## config.mk

```make
export PLATFORM = sky130hd
export DESIGN_NAME = lpwr_wake_seq
export DESIGN_NICKNAME = d
export VERILOG_FILES = /design/src/rtl/lpwr_pkg.sv /design/src/rtl/lpwr_timers.sv /design/src/rtl/lpwr_ctrl.sv /design/src/rtl/lpwr_wake_seq.sv
export SDC_FILE = /design/constraint.sdc
export NUM_CORES = 1
export LEC_CHECK = 0
export ABC_AREA = 1
export BUFFER_PORTS_ARGS = -buffer_cell sky130_fd_sc_hd__buf_2
export CORE_MARGIN = 2
export CORE_UTILIZATION = 45
export DETAILED_ROUTE_END_ITERATION = 16
export PLACE_DENSITY = 0.65
export SLEW_MARGIN = 25
export SYNTH_ARGS = -nofsm -noshare
export SYNTH_HDL_FRONTEND = slang
export SYNTH_HIERARCHICAL = 1
export SYNTH_SLANG_ARGS = --single-unit
```

## constraint.sdc

```tcl
create_clock -name clk -period 2.1 [get_ports clk]
set_input_delay 0.21 -clock clk [delete_from_list [all_inputs] [get_ports clk]]
set_output_delay 0.21 -clock clk [all_outputs]
set_load 0.02 [all_outputs]
```

## src/rtl/lpwr_pkg.sv

```systemverilog
package lpwr_pkg;

  typedef enum logic [1:0] {
    MODE_NONE  = 2'd0,
    MODE_SLEEP = 2'd1,
    MODE_PDOWN = 2'd2,
    MODE_DEEP  = 2'd3
  } lpMode_e;

  typedef enum logic [2:0] {
    ST_RUN,
    ST_SLEEP,
    ST_PDOWN,
    ST_DEEP,
    ST_OSCWAIT,
    ST_RESUME,
    ST_RSTREQ
  } seqState_e;

  typedef enum logic [1:0] {
    LIM_OSC,
    LIM_RC,
    LIM_EXT
  } limSel_e;

  typedef struct packed {
    logic    seqClr;
    logic    seqInc;
    limSel_e seqLim;
    logic    flashClr;
    logic    flashSet;
    logic    flashRun;
  } strobe_t;

endpackage

```

## src/rtl/lpwr_timers.sv

```systemverilog
module lpwr_timers
  import lpwr_pkg::*;
#(
  parameter int RC_RESUME_CYC     = 4,
  parameter int EXT_RESUME_CYC    = 4096,
  parameter int FLASH_START_TICKS = 400,
  parameter int OSC_START_CYC     = 720
) (
  input  logic    clk,
  input  logic    rstN,
  input  strobe_t stb,
  input  logic    rcTick,
  output logic    seqDone,
  output logic    flashReady
);

  localparam int MAX_A   = (RC_RESUME_CYC > EXT_RESUME_CYC) ? RC_RESUME_CYC : EXT_RESUME_CYC;
  localparam int MAX_SEQ = (MAX_A > OSC_START_CYC) ? MAX_A : OSC_START_CYC;
  localparam int SEQ_W   = $clog2(MAX_SEQ + 1);
  localparam int FL_W    = $clog2(FLASH_START_TICKS + 1);

  logic [SEQ_W-1:0] seqCnt;
  logic [SEQ_W-1:0] seqLimit;
  logic [FL_W-1:0]  flashCnt;

  always_comb begin
    case (stb.seqLim)
      LIM_RC:  seqLimit = SEQ_W'(RC_RESUME_CYC);
      LIM_EXT: seqLimit = SEQ_W'(EXT_RESUME_CYC);
      default: seqLimit = SEQ_W'(OSC_START_CYC);
    endcase
  end

  assign seqDone = stb.seqInc && (seqCnt == seqLimit - SEQ_W'(1));

  always_ff @(posedge clk or negedge rstN) begin
    if (!rstN) begin
      seqCnt <= '0;
    end else if (stb.seqClr || seqDone) begin
      seqCnt <= '0;
    end else if (stb.seqInc) begin
      seqCnt <= seqCnt + SEQ_W'(1);
    end
  end

  always_ff @(posedge clk or negedge rstN) begin
    if (!rstN) begin
      flashCnt   <= '0;
      flashReady <= 1'b1;
    end else if (stb.flashSet) begin
      flashCnt   <= '0;
      flashReady <= 1'b1;
    end else if (stb.flashClr) begin
      flashCnt   <= '0;
      flashReady <= 1'b0;
    end else if (stb.flashRun && rcTick && !flashReady) begin
      if (flashCnt == FL_W'(FLASH_START_TICKS - 1)) begin
        flashCnt   <= '0;
        flashReady <= 1'b1;
      end else begin
        flashCnt <= flashCnt + FL_W'(1);
      end
    end
  end

  assert_seq_bound_R4: assert property (@(posedge clk) disable iff (!rstN)
    seqCnt < SEQ_W'(MAX_SEQ));

  assert_flash_bound_R7: assert property (@(posedge clk) disable iff (!rstN)
    flashCnt < FL_W'(FLASH_START_TICKS));

  assert_flash_rise_R7: assert property (@(posedge clk) disable iff (!rstN)
    $rose(flashReady) |-> ($past(rcTick) && $past(stb.flashRun)) || $past(stb.flashSet));

endmodule

```

## src/rtl/lpwr_ctrl.sv

```systemverilog
module lpwr_ctrl
  import lpwr_pkg::*;
(
  input  logic       clk,
  input  logic       rstN,
  input  logic       lpReq,
  input  logic [1:0] lpMode,
  input  logic       clkSelExt,
  input  logic       wakeIrq,
  input  logic       rtcAlarm,
  input  logic       extReset,
  input  logic       rcTick,
  input  logic       seqDone,
  input  logic       flashReady,
  output strobe_t    stb,
  output logic       rcOscEn,
  output logic       flashEn,
  output logic       regulatorEn,
  output logic       coreRunEn,
  output logic       resetReq
);

  seqState_e st, stNext;
  logic      srcExt;
  logic      pendValid;
  lpMode_e   pendMode;
  logic      enterNow;
  lpMode_e   enterMode;
  logic      newReq;

  assign newReq = lpReq && (lpMode != 2'd0);

  always_comb begin
    stNext    = st;
    stb       = '0;
    enterNow  = 1'b0;
    enterMode = MODE_NONE;
    case (st)
      ST_RUN: begin
        stb.flashRun = 1'b1;
        if (newReq) begin
          enterNow  = 1'b1;
          enterMode = lpMode_e'(lpMode);
        end else if (pendValid) begin
          enterNow  = 1'b1;
          enterMode = pendMode;
        end
        if (enterNow) begin
          case (enterMode)
            MODE_SLEEP: stNext = ST_SLEEP;
            MODE_PDOWN: begin stNext = ST_PDOWN; stb.flashClr = 1'b1; end
            MODE_DEEP:  begin stNext = ST_DEEP;  stb.flashClr = 1'b1; end
            default:    stNext = ST_RUN;
          endcase
        end
      end
      ST_SLEEP: begin
        stb.flashRun = 1'b1;
        if (wakeIrq || rtcAlarm) begin
          stNext     = ST_RESUME;
          stb.seqClr = 1'b1;
        end
      end
      ST_PDOWN: begin
        if (wakeIrq || rtcAlarm) begin
          stNext     = ST_OSCWAIT;
          stb.seqClr = 1'b1;
        end
      end
      ST_DEEP: begin
        if (rtcAlarm) stNext = ST_RSTREQ;
      end
      ST_OSCWAIT: begin
        stb.seqLim = LIM_OSC;
        stb.seqInc = 1'b1;
        if (seqDone) stNext = ST_RESUME;
      end
      ST_RESUME: begin
        stb.flashRun = 1'b1;
        stb.seqLim   = srcExt ? LIM_EXT : LIM_RC;
        stb.seqInc   = srcExt ? 1'b1 : rcTick;
        if (seqDone) stNext = ST_RUN;
      end
      ST_RSTREQ: begin
        stNext       = ST_RUN;
        stb.flashSet = 1'b1;
        stb.seqClr   = 1'b1;
      end
      default: stNext = ST_RUN;
    endcase
    if (extReset) stNext = ST_RSTREQ;
  end

  always_ff @(posedge clk or negedge rstN) begin
    if (!rstN) begin
      st        <= ST_RUN;
      srcExt    <= 1'b0;
      pendValid <= 1'b0;
      pendMode  <= MODE_NONE;
    end else begin
      st <= stNext;
      if (st == ST_RSTREQ) begin
        srcExt <= 1'b0;
      end else if (st == ST_RUN && enterNow) begin
        srcExt <= clkSelExt;
      end
      if (st == ST_RSTREQ || stNext == ST_RSTREQ) begin
        pendValid <= 1'b0;
        pendMode  <= MODE_NONE;
      end else if (st == ST_RUN && enterNow) begin
        pendValid <= 1'b0;
      end else if (st != ST_RUN && newReq) begin
        pendValid <= 1'b1;
        pendMode  <= lpMode_e'(lpMode);
      end
    end
  end

  always_comb begin
    coreRunEn   = 1'b0;
    rcOscEn     = 1'b1;
    flashEn     = 1'b1;
    regulatorEn = 1'b1;
    resetReq    = 1'b0;
    case (st)
      ST_RUN:    coreRunEn = 1'b1;
      ST_PDOWN:  begin rcOscEn = 1'b0; flashEn = 1'b0; end
      ST_DEEP:   begin rcOscEn = 1'b0; flashEn = 1'b0; regulatorEn = 1'b0; end
      ST_RSTREQ: resetReq = 1'b1;
      default:   ;
    endcase
  end

  assert_run_source_R3: assert property (@(posedge clk) disable iff (!rstN)
    $rose(coreRunEn) |-> ($past(st) == ST_RESUME || $past(st) == ST_RSTREQ));

  assert_src_held_R5: assert property (@(posedge clk) disable iff (!rstN)
    (st != ST_RUN && st != ST_RSTREQ) |=> $stable(srcExt));

  assert_deep_ignores_irq_R8: assert property (@(posedge clk) disable iff (!rstN)
    (st == ST_DEEP && !rtcAlarm && !extReset) |=> (st == ST_DEEP));

  assert_reset_pulse_R9: assert property (@(posedge clk) disable iff (!rstN)
    (resetReq && !extReset) |=> (!resetReq && coreRunEn && flashReady));

  assert_flash_gate_R7: assert property (@(posedge clk) disable iff (!rstN)
    flashReady |-> flashEn);

endmodule

```

## src/rtl/lpwr_wake_seq.sv

```systemverilog
module lpwr_wake_seq
  import lpwr_pkg::*;
#(
  parameter int RC_RESUME_CYC     = 4,
  parameter int EXT_RESUME_CYC    = 4096,
  parameter int FLASH_START_TICKS = 400,
  parameter int REF_CLK_KHZ       = 12000,
  parameter int OSC_START_NS      = 60000
) (
  input  logic       clk,
  input  logic       rstN,
  input  logic       lpReq,
  input  logic [1:0] lpMode,
  input  logic       clkSelExt,
  input  logic       wakeIrq,
  input  logic       rtcAlarm,
  input  logic       extReset,
  input  logic       rcTick,
  output logic       rcOscEn,
  output logic       flashEn,
  output logic       regulatorEn,
  output logic       coreRunEn,
  output logic       flashReady,
  output logic       resetReq
);

  localparam int OSC_RAW       = (OSC_START_NS * REF_CLK_KHZ + 999999) / 1000000;
  localparam int OSC_START_CYC = (OSC_RAW < 1) ? 1 : OSC_RAW;

  strobe_t stb;
  logic    seqDone;

  lpwr_ctrl u_ctrl (
    .clk        (clk),
    .rstN       (rstN),
    .lpReq      (lpReq),
    .lpMode     (lpMode),
    .clkSelExt  (clkSelExt),
    .wakeIrq    (wakeIrq),
    .rtcAlarm   (rtcAlarm),
    .extReset   (extReset),
    .rcTick     (rcTick),
    .seqDone    (seqDone),
    .flashReady (flashReady),
    .stb        (stb),
    .rcOscEn    (rcOscEn),
    .flashEn    (flashEn),
    .regulatorEn(regulatorEn),
    .coreRunEn  (coreRunEn),
    .resetReq   (resetReq)
  );

  lpwr_timers #(
    .RC_RESUME_CYC    (RC_RESUME_CYC),
    .EXT_RESUME_CYC   (EXT_RESUME_CYC),
    .FLASH_START_TICKS(FLASH_START_TICKS),
    .OSC_START_CYC    (OSC_START_CYC)
  ) u_timers (
    .clk       (clk),
    .rstN      (rstN),
    .stb       (stb),
    .rcTick    (rcTick),
    .seqDone   (seqDone),
    .flashReady(flashReady)
  );

endmodule

```

After elaboration in Yosys (flattened, before gate mapping) --
Cells that the tools add are included. Widths: inputs -> output; s select.
Word-level totals: flip-flop bits (word level) 30, bits of input ports 10, output and inout port bits 6, logic and storage cells 98
Cells by class: add/subtract/negate cells 3, equality and inequality tests 15, mux-type cells 48, reductions and logical operators 25
Operator list (count):
- $mux 9 | 4
- $mux 13 | 2
- $pmux 13 s2 | 1
- $mux 1 | 23
- $mux 3 | 7
- $pmux 3 s6 | 1
- $mux 2 | 7
- $add 13x1->13 const B | 1
- $eq 13x13->1 | 1
- $sub 13x1->13 const B | 1
- $eq 3x3->1 const B | 4
- $reduce_bool 3->1 | 4
- $add 9x1->9 const B | 1
- $eq 9x9->1 const B | 1
- $reduce_bool 2->1 | 4
- $eq 2x2->1 const B | 3
- $eq 3x2->1 const B | 2
- $logic_and 1x1->1 | 6
- $pmux 2 s3 | 1
- $pmux 3 s2 | 1
- $reduce_or 2->1 | 3
- $eq 2x1->1 const B | 2
- $reduce_and 2->1 | 2
- $eq 3x1->1 const B | 1
- other kinds (6) | 8

Depth between registers and ports, before layout --
depth in word-level cells 14, depth in mapped cells 19, depth with buffers taken out 19

Modules after synthesis --
Netlist, hierarchy kept.
By module, submodules not included:
- lpwr_timers | times used 1, cells each 192, area each 1368.8 um2, sequential area each 576.8 um2
- lpwr_ctrl | times used 1, cells each 85, area each 549.3 um2, sequential area each 175.2 um2

Worst setup path before layout --
OpenSTA, ideal clock, no wires.
path type register to register, start point register u_ctrl.st[1], end point register u_ctrl.pendMode[0], library setup time 0.121 ns, arrival 1.844 ns, data required time 1.979 ns, path slack 0.135 ns, cell stages (with the launch flop) 17, buffers on the path 0, period minus slack after synthesis 1.965 ns, path through dfrtp_1 -> inv_2 -> nand3_1 -> o21bai_1 -> nand2_1 -> nor2_1 -> nand3_1 -> nor2_1 -> nand2_1 -> inv_1 -> a21oi_1 -> nor2_1 -> nand2_1 -> nand2_1 -> nand3_2 -> nand2_2 -> nor2_1
RTL lines:
- start: declaration | RTL line lpwr_ctrl.sv:23 | seqState_e st, stNext;
- start signal: assignment | RTL line lpwr_ctrl.sv:101 | st <= stNext;
- end signal: assignment | RTL line lpwr_ctrl.sv:114 | pendMode <= lpMode_e'(lpMode);
- end: declaration | RTL line lpwr_ctrl.sv:26 | lpMode_e pendMode;

==> results.txt <==
The average cell area after synthesis came out at roughly 6.9 um2. The worst setup path is captured at a register. In this run the critical register-to-register path is launched from u_ctrl/st[2]$_DFF_PN0_.

The total congestion overflow is 0. The startpoint kind of the worst setup timing path is a register. The internal reg-to-reg setup slack came out at 0.17 ns. The number of global-route vias before repair came out at 1,653. The x dimension of the die is 69.29 um. After the first detailed-routing iteration, the DRC count stood at 51. In this run the worst path has a maximum fanout of 4.

The clock insertion delay at the later pin of the skew report is ~0.28 ns. The total CTS buffers is 5. The clock-pin slew on the worst setup and hold paths came out at around 0.06 ns. Subtracting the final worst setup slack from the clock period gives 1.933 ns. The number of nets in the layout came out at 320.

The area after detailed placement came out at approximately 2100 um2. CTS placed an instance of sky130_fd_sc_hd__clkbuf_8 at the clock tree root. The number of maximum-capacitance violations is 0. The timing startpoint of the critical path is u_ctrl/st[2]$_DFF_PN0_. The boundary pin count came out at 16. Using the TritonRoute via totals, the vias-per-cell ratio works out to 4.777.

The endpoint of the lowest-slack register-to-register path is u_ctrl/pendMode[1]$_DFFE_PN0P_. The finished cells cover 2271 um2. Summed over all layers, the routed wires come to 3.845 mm. After detailed routing, the average wire length per cell comes to 10.71 um. The largest vdd supply drop came out at between 0.3 and 0.4 mV.

The number of antenna violations at the first check in global routing is 0. The slowest cell on the critical path is sky130_fd_sc_hd__dfrtp_2. The most numerous cell type found on the critical path is sky130_fd_sc_hd__nand2_1. The min-delay analysis places its worst path in the category primary input to register. The static leakage came out at 0.001147 uW. For this run, the register share of the synthesized area comes to 39.20%. The final-report hold violation count is 0. The core box area came out at approximately 4100 um2. Sorting the synthesized cells by area gives the leading types as sky130_fd_sc_hd__dfrtp_1, sky130_fd_sc_hd__nand2_1, sky130_fd_sc_hd__nor2_1, sky130_fd_sc_hd__inv_1, sky130_fd_sc_hd__nand3_1.

The critical path crosses 19 cells after its start point. The area overhead of the layout relative to synthesis is 18.40%. Traced cell by cell, the critical path runs through buf_4 > nand3_4 > nor2_4 > inv_1 > nand2_2 > nand3_2 > nand2_1 > nand2_1 > inv_1 > nand2_1 > inv_2 > nand4_1 > nand2_1 > nor2_2 > nand2_1 > nand2_1 > nand3_2 > nand2_2 > nor2_1. The power density normalized to cell area came out at 628.3 nW/um2. The worst pin sits at a relative slew slack of a little over half. In this design, the stage delay of the slowest critical-path cell is 0.41 ns.

The area share of the largest cell type after synthesis came out at a little under two fifths. The footprint of the flip-flops and latches is 754.5 um2. The count of unique library cells instantiated by Yosys is 31. The gate family responsible for the most delay along the worst path is simple AND/OR/NAND/NOR gates.

The biggest area contributor in the post-synthesis netlist is sky130_fd_sc_hd__dfrtp_1. The floorplan has 23 rows. The die covers between 4000 and 5000 um2. The final clock period utilization by the worst path came out at 92.03%.

The routed layout has roughly 1,700 vias. The worst setup skew after layout is 0.005771 ns. For this run, the total global-route usage over all layers was measured as 17.51%. The smallest hold slack came out at 0.1716 ns.

STA puts the critical path data required time at 2.27 ns. The number of fillers in the final layout is 415. The clock passes through at most 2 buffers. The number of H-tree levels came out at 2.

The post-synth net total is 289. The run finished with clean final reports. The gate count after technology mapping is ~280. The number of storage elements in the synthesis netlist came out at 30. The first global-routing pass estimated 6.844 mm of wire.

The combined area of the multi-input logic cells came out at 1012 um2. The mapped cell area came out at 1918 um2. The setup-violating endpoint count in the final report came out at 0.

For this configuration, the core starts out at a cell density of 47.27%. TritonCTS built the clock tree. The destination of the critical timing path is u_ctrl/pendMode[1]$_DFFE_PN0P_.

The core utilization of the finished layout is 55.97%. The count of buffering cells on the critical path with inverters included is 4. The remaining routing DRC violations is 0. The number of max-slew violations in the final report came to 0. Of the cells placed in the final design, the portion with a size suffix greater than 1 is 22.33%.

The endpoint arrival time on the critical path is 2.10 ns. The total clock sinks is 30. The detailed-routing iteration count for the pre-antenna-repair pass came out at 4. The transition time at the pin with the least slew margin is 0.6835 ns. The number of warnings issued by yosys came out at 6. The count of input and output buffers came out at 15. Derived from the worst setup path, the maximum achievable clock frequency is between 500 and 600 MHz. Total power for the finished layout comes to 1427 uW.

The pin count of the biggest net entering global routing came out at 31. The sum of negative setup slack came out at 0 ns. The die is between 60 and 70 um tall.

The worst register-to-register path has a depth of 19. The placed wire-length estimate is 2.823 mm. The routability-driven placement congestion ratio came out at 0.8999. The antenna violation net count after detailed routing is 0. The critical path in this run is classified as register to register.

The count of antenna diodes in the layout is 0.
==> cell type report <==
cell class / instances / area share (%)
multi-input cells: 199 / 44.57
flip-flops and latches: 30 / 33.22
repair buffers: 29 / 8.044
inverters: 43 / 7.218
clock buffers: 6 / 3.636
well taps: 50 / 2.755
clock inverters: 2 / 0.5510
==> worst min-delay path, stage by stage <==
cell and delay (ns):
sky130_fd_sc_hd__buf_2 0.08, sky130_fd_sc_hd__nand3_1 0.06, sky130_fd_sc_hd__o31ai_1 0.06
==> stage by stage <==
step                setup slack (ns)  cells
floorplan                     0.1347    277
global placement             0.03455    344
detailed placement           0.03663    344
CTS                          0.02422    353
global route                -0.02237    359
finish                        0.1674    359
==> Yosys cell counts (all sizes together) <==
master	n
o21ai	8
a31oi	2
nand3	26
xnor2	3
clkbuf	1
mux2i	1
a31o	1
nor3	5
o21bai	3
xor2	4
o31ai	1
buf	4
nor4	1
nor2	62
nand2	66
inv	43
dfstp	1
ha	2
nand4	6
dfrtp	29
a21oi	7
and3	1
==> logic make-up after synthesis <==
group | Yosys count | share of synthesized area [%]
simple gates | 167 | 38.42
buf+inv | 48 | 10.57
flops | 30 | 39.20
compound gates | 22 | 6.784
xor+xnor | 7 | 3.196
fa+ha+maj | 2 | 1.304
mux | 1 | 0.5219
==> power by group <==
part / total, uW / switching (uW) / internal, uW
registers: 645 / 28.5 / 617
logic: 290 / 182 / 108
clock network: 491 / 228 / 263
total: 1430 / 439 / 988
==> cell usage in the layout, fill, tap and decap left out, types with 4 or more instances in the layout <==
master and instances:
sky130_fd_sc_hd__a21oi_1 6, sky130_fd_sc_hd__buf_2 15, sky130_fd_sc_hd__buf_4 13, sky130_fd_sc_hd__clkbuf_8 6, sky130_fd_sc_hd__dfrtp_1 27, sky130_fd_sc_hd__inv_1 36
sky130_fd_sc_hd__inv_2 6, sky130_fd_sc_hd__nand2_1 60, sky130_fd_sc_hd__nand2_2 6, sky130_fd_sc_hd__nand3_1 21, sky130_fd_sc_hd__nand3_2 4, sky130_fd_sc_hd__nand4_1 5
sky130_fd_sc_hd__nor2_1 56, sky130_fd_sc_hd__nor2_2 4, sky130_fd_sc_hd__o21ai_0 7, sky130_fd_sc_hd__xor2_1 4
==> sequential cells by signal, summed over array words and instances, names as in the netlist <==
register and cells:
u_ctrl/st 3, u_timers/flashCnt 9, u_ctrl/srcExt 1, u_timers/seqCnt 13, u_ctrl/pendValid 1, u_timers/flashReady 1, u_ctrl/pendMode 2
==> repair_timing <==
| action | in CTS | in global routing |
|---|---|---|
| endpoints found under the setup margin | 0 | 7 |
| gates resized for setup | 0 | 14 |
| hold buffers | 1 | 0 |
| buffers inserted | 0 | 6 |
| hold endpoints to repair | 29 | 0 |
==> worst min-delay path by stage <==
stage	start	to	slack [ns]	depth (start not counted)
6_report	clkSelExt	u_ctrl/srcExt$_DFFE_PN0P_	0.17	3
3_5_place_dp	rstN	u_timers/seqCnt[8]$_DFFE_PN0P_	0.29	1
4_1_cts	clkSelExt	u_ctrl/srcExt$_DFFE_PN0P_	0.16	3
5_1_grt	clkSelExt	u_ctrl/srcExt$_DFFE_PN0P_	0.19	3
2_1_floorplan	rstN	u_ctrl/pendMode[0]$_DFFE_PN0P_	-0.09	0
3_3_place_gp	rstN	u_timers/seqCnt[8]$_DFFE_PN0P_	0.29	1
==> routing by layer <==
| metal | wire length (um) | GRT usage, % | up-vias |
|---|---|---|---|
| li1 | - | - | 928 |
| met2 | 1787 | 28.21 | 21 |
| met3 | 115 | 4.651 | 7 |
| met1 | 1879 | 22.35 | 759 |
| met5 | 0 | 0 | - |
| met4 | 62 | 6.972 | 0 |
Power figures use the tool's default switching activity.
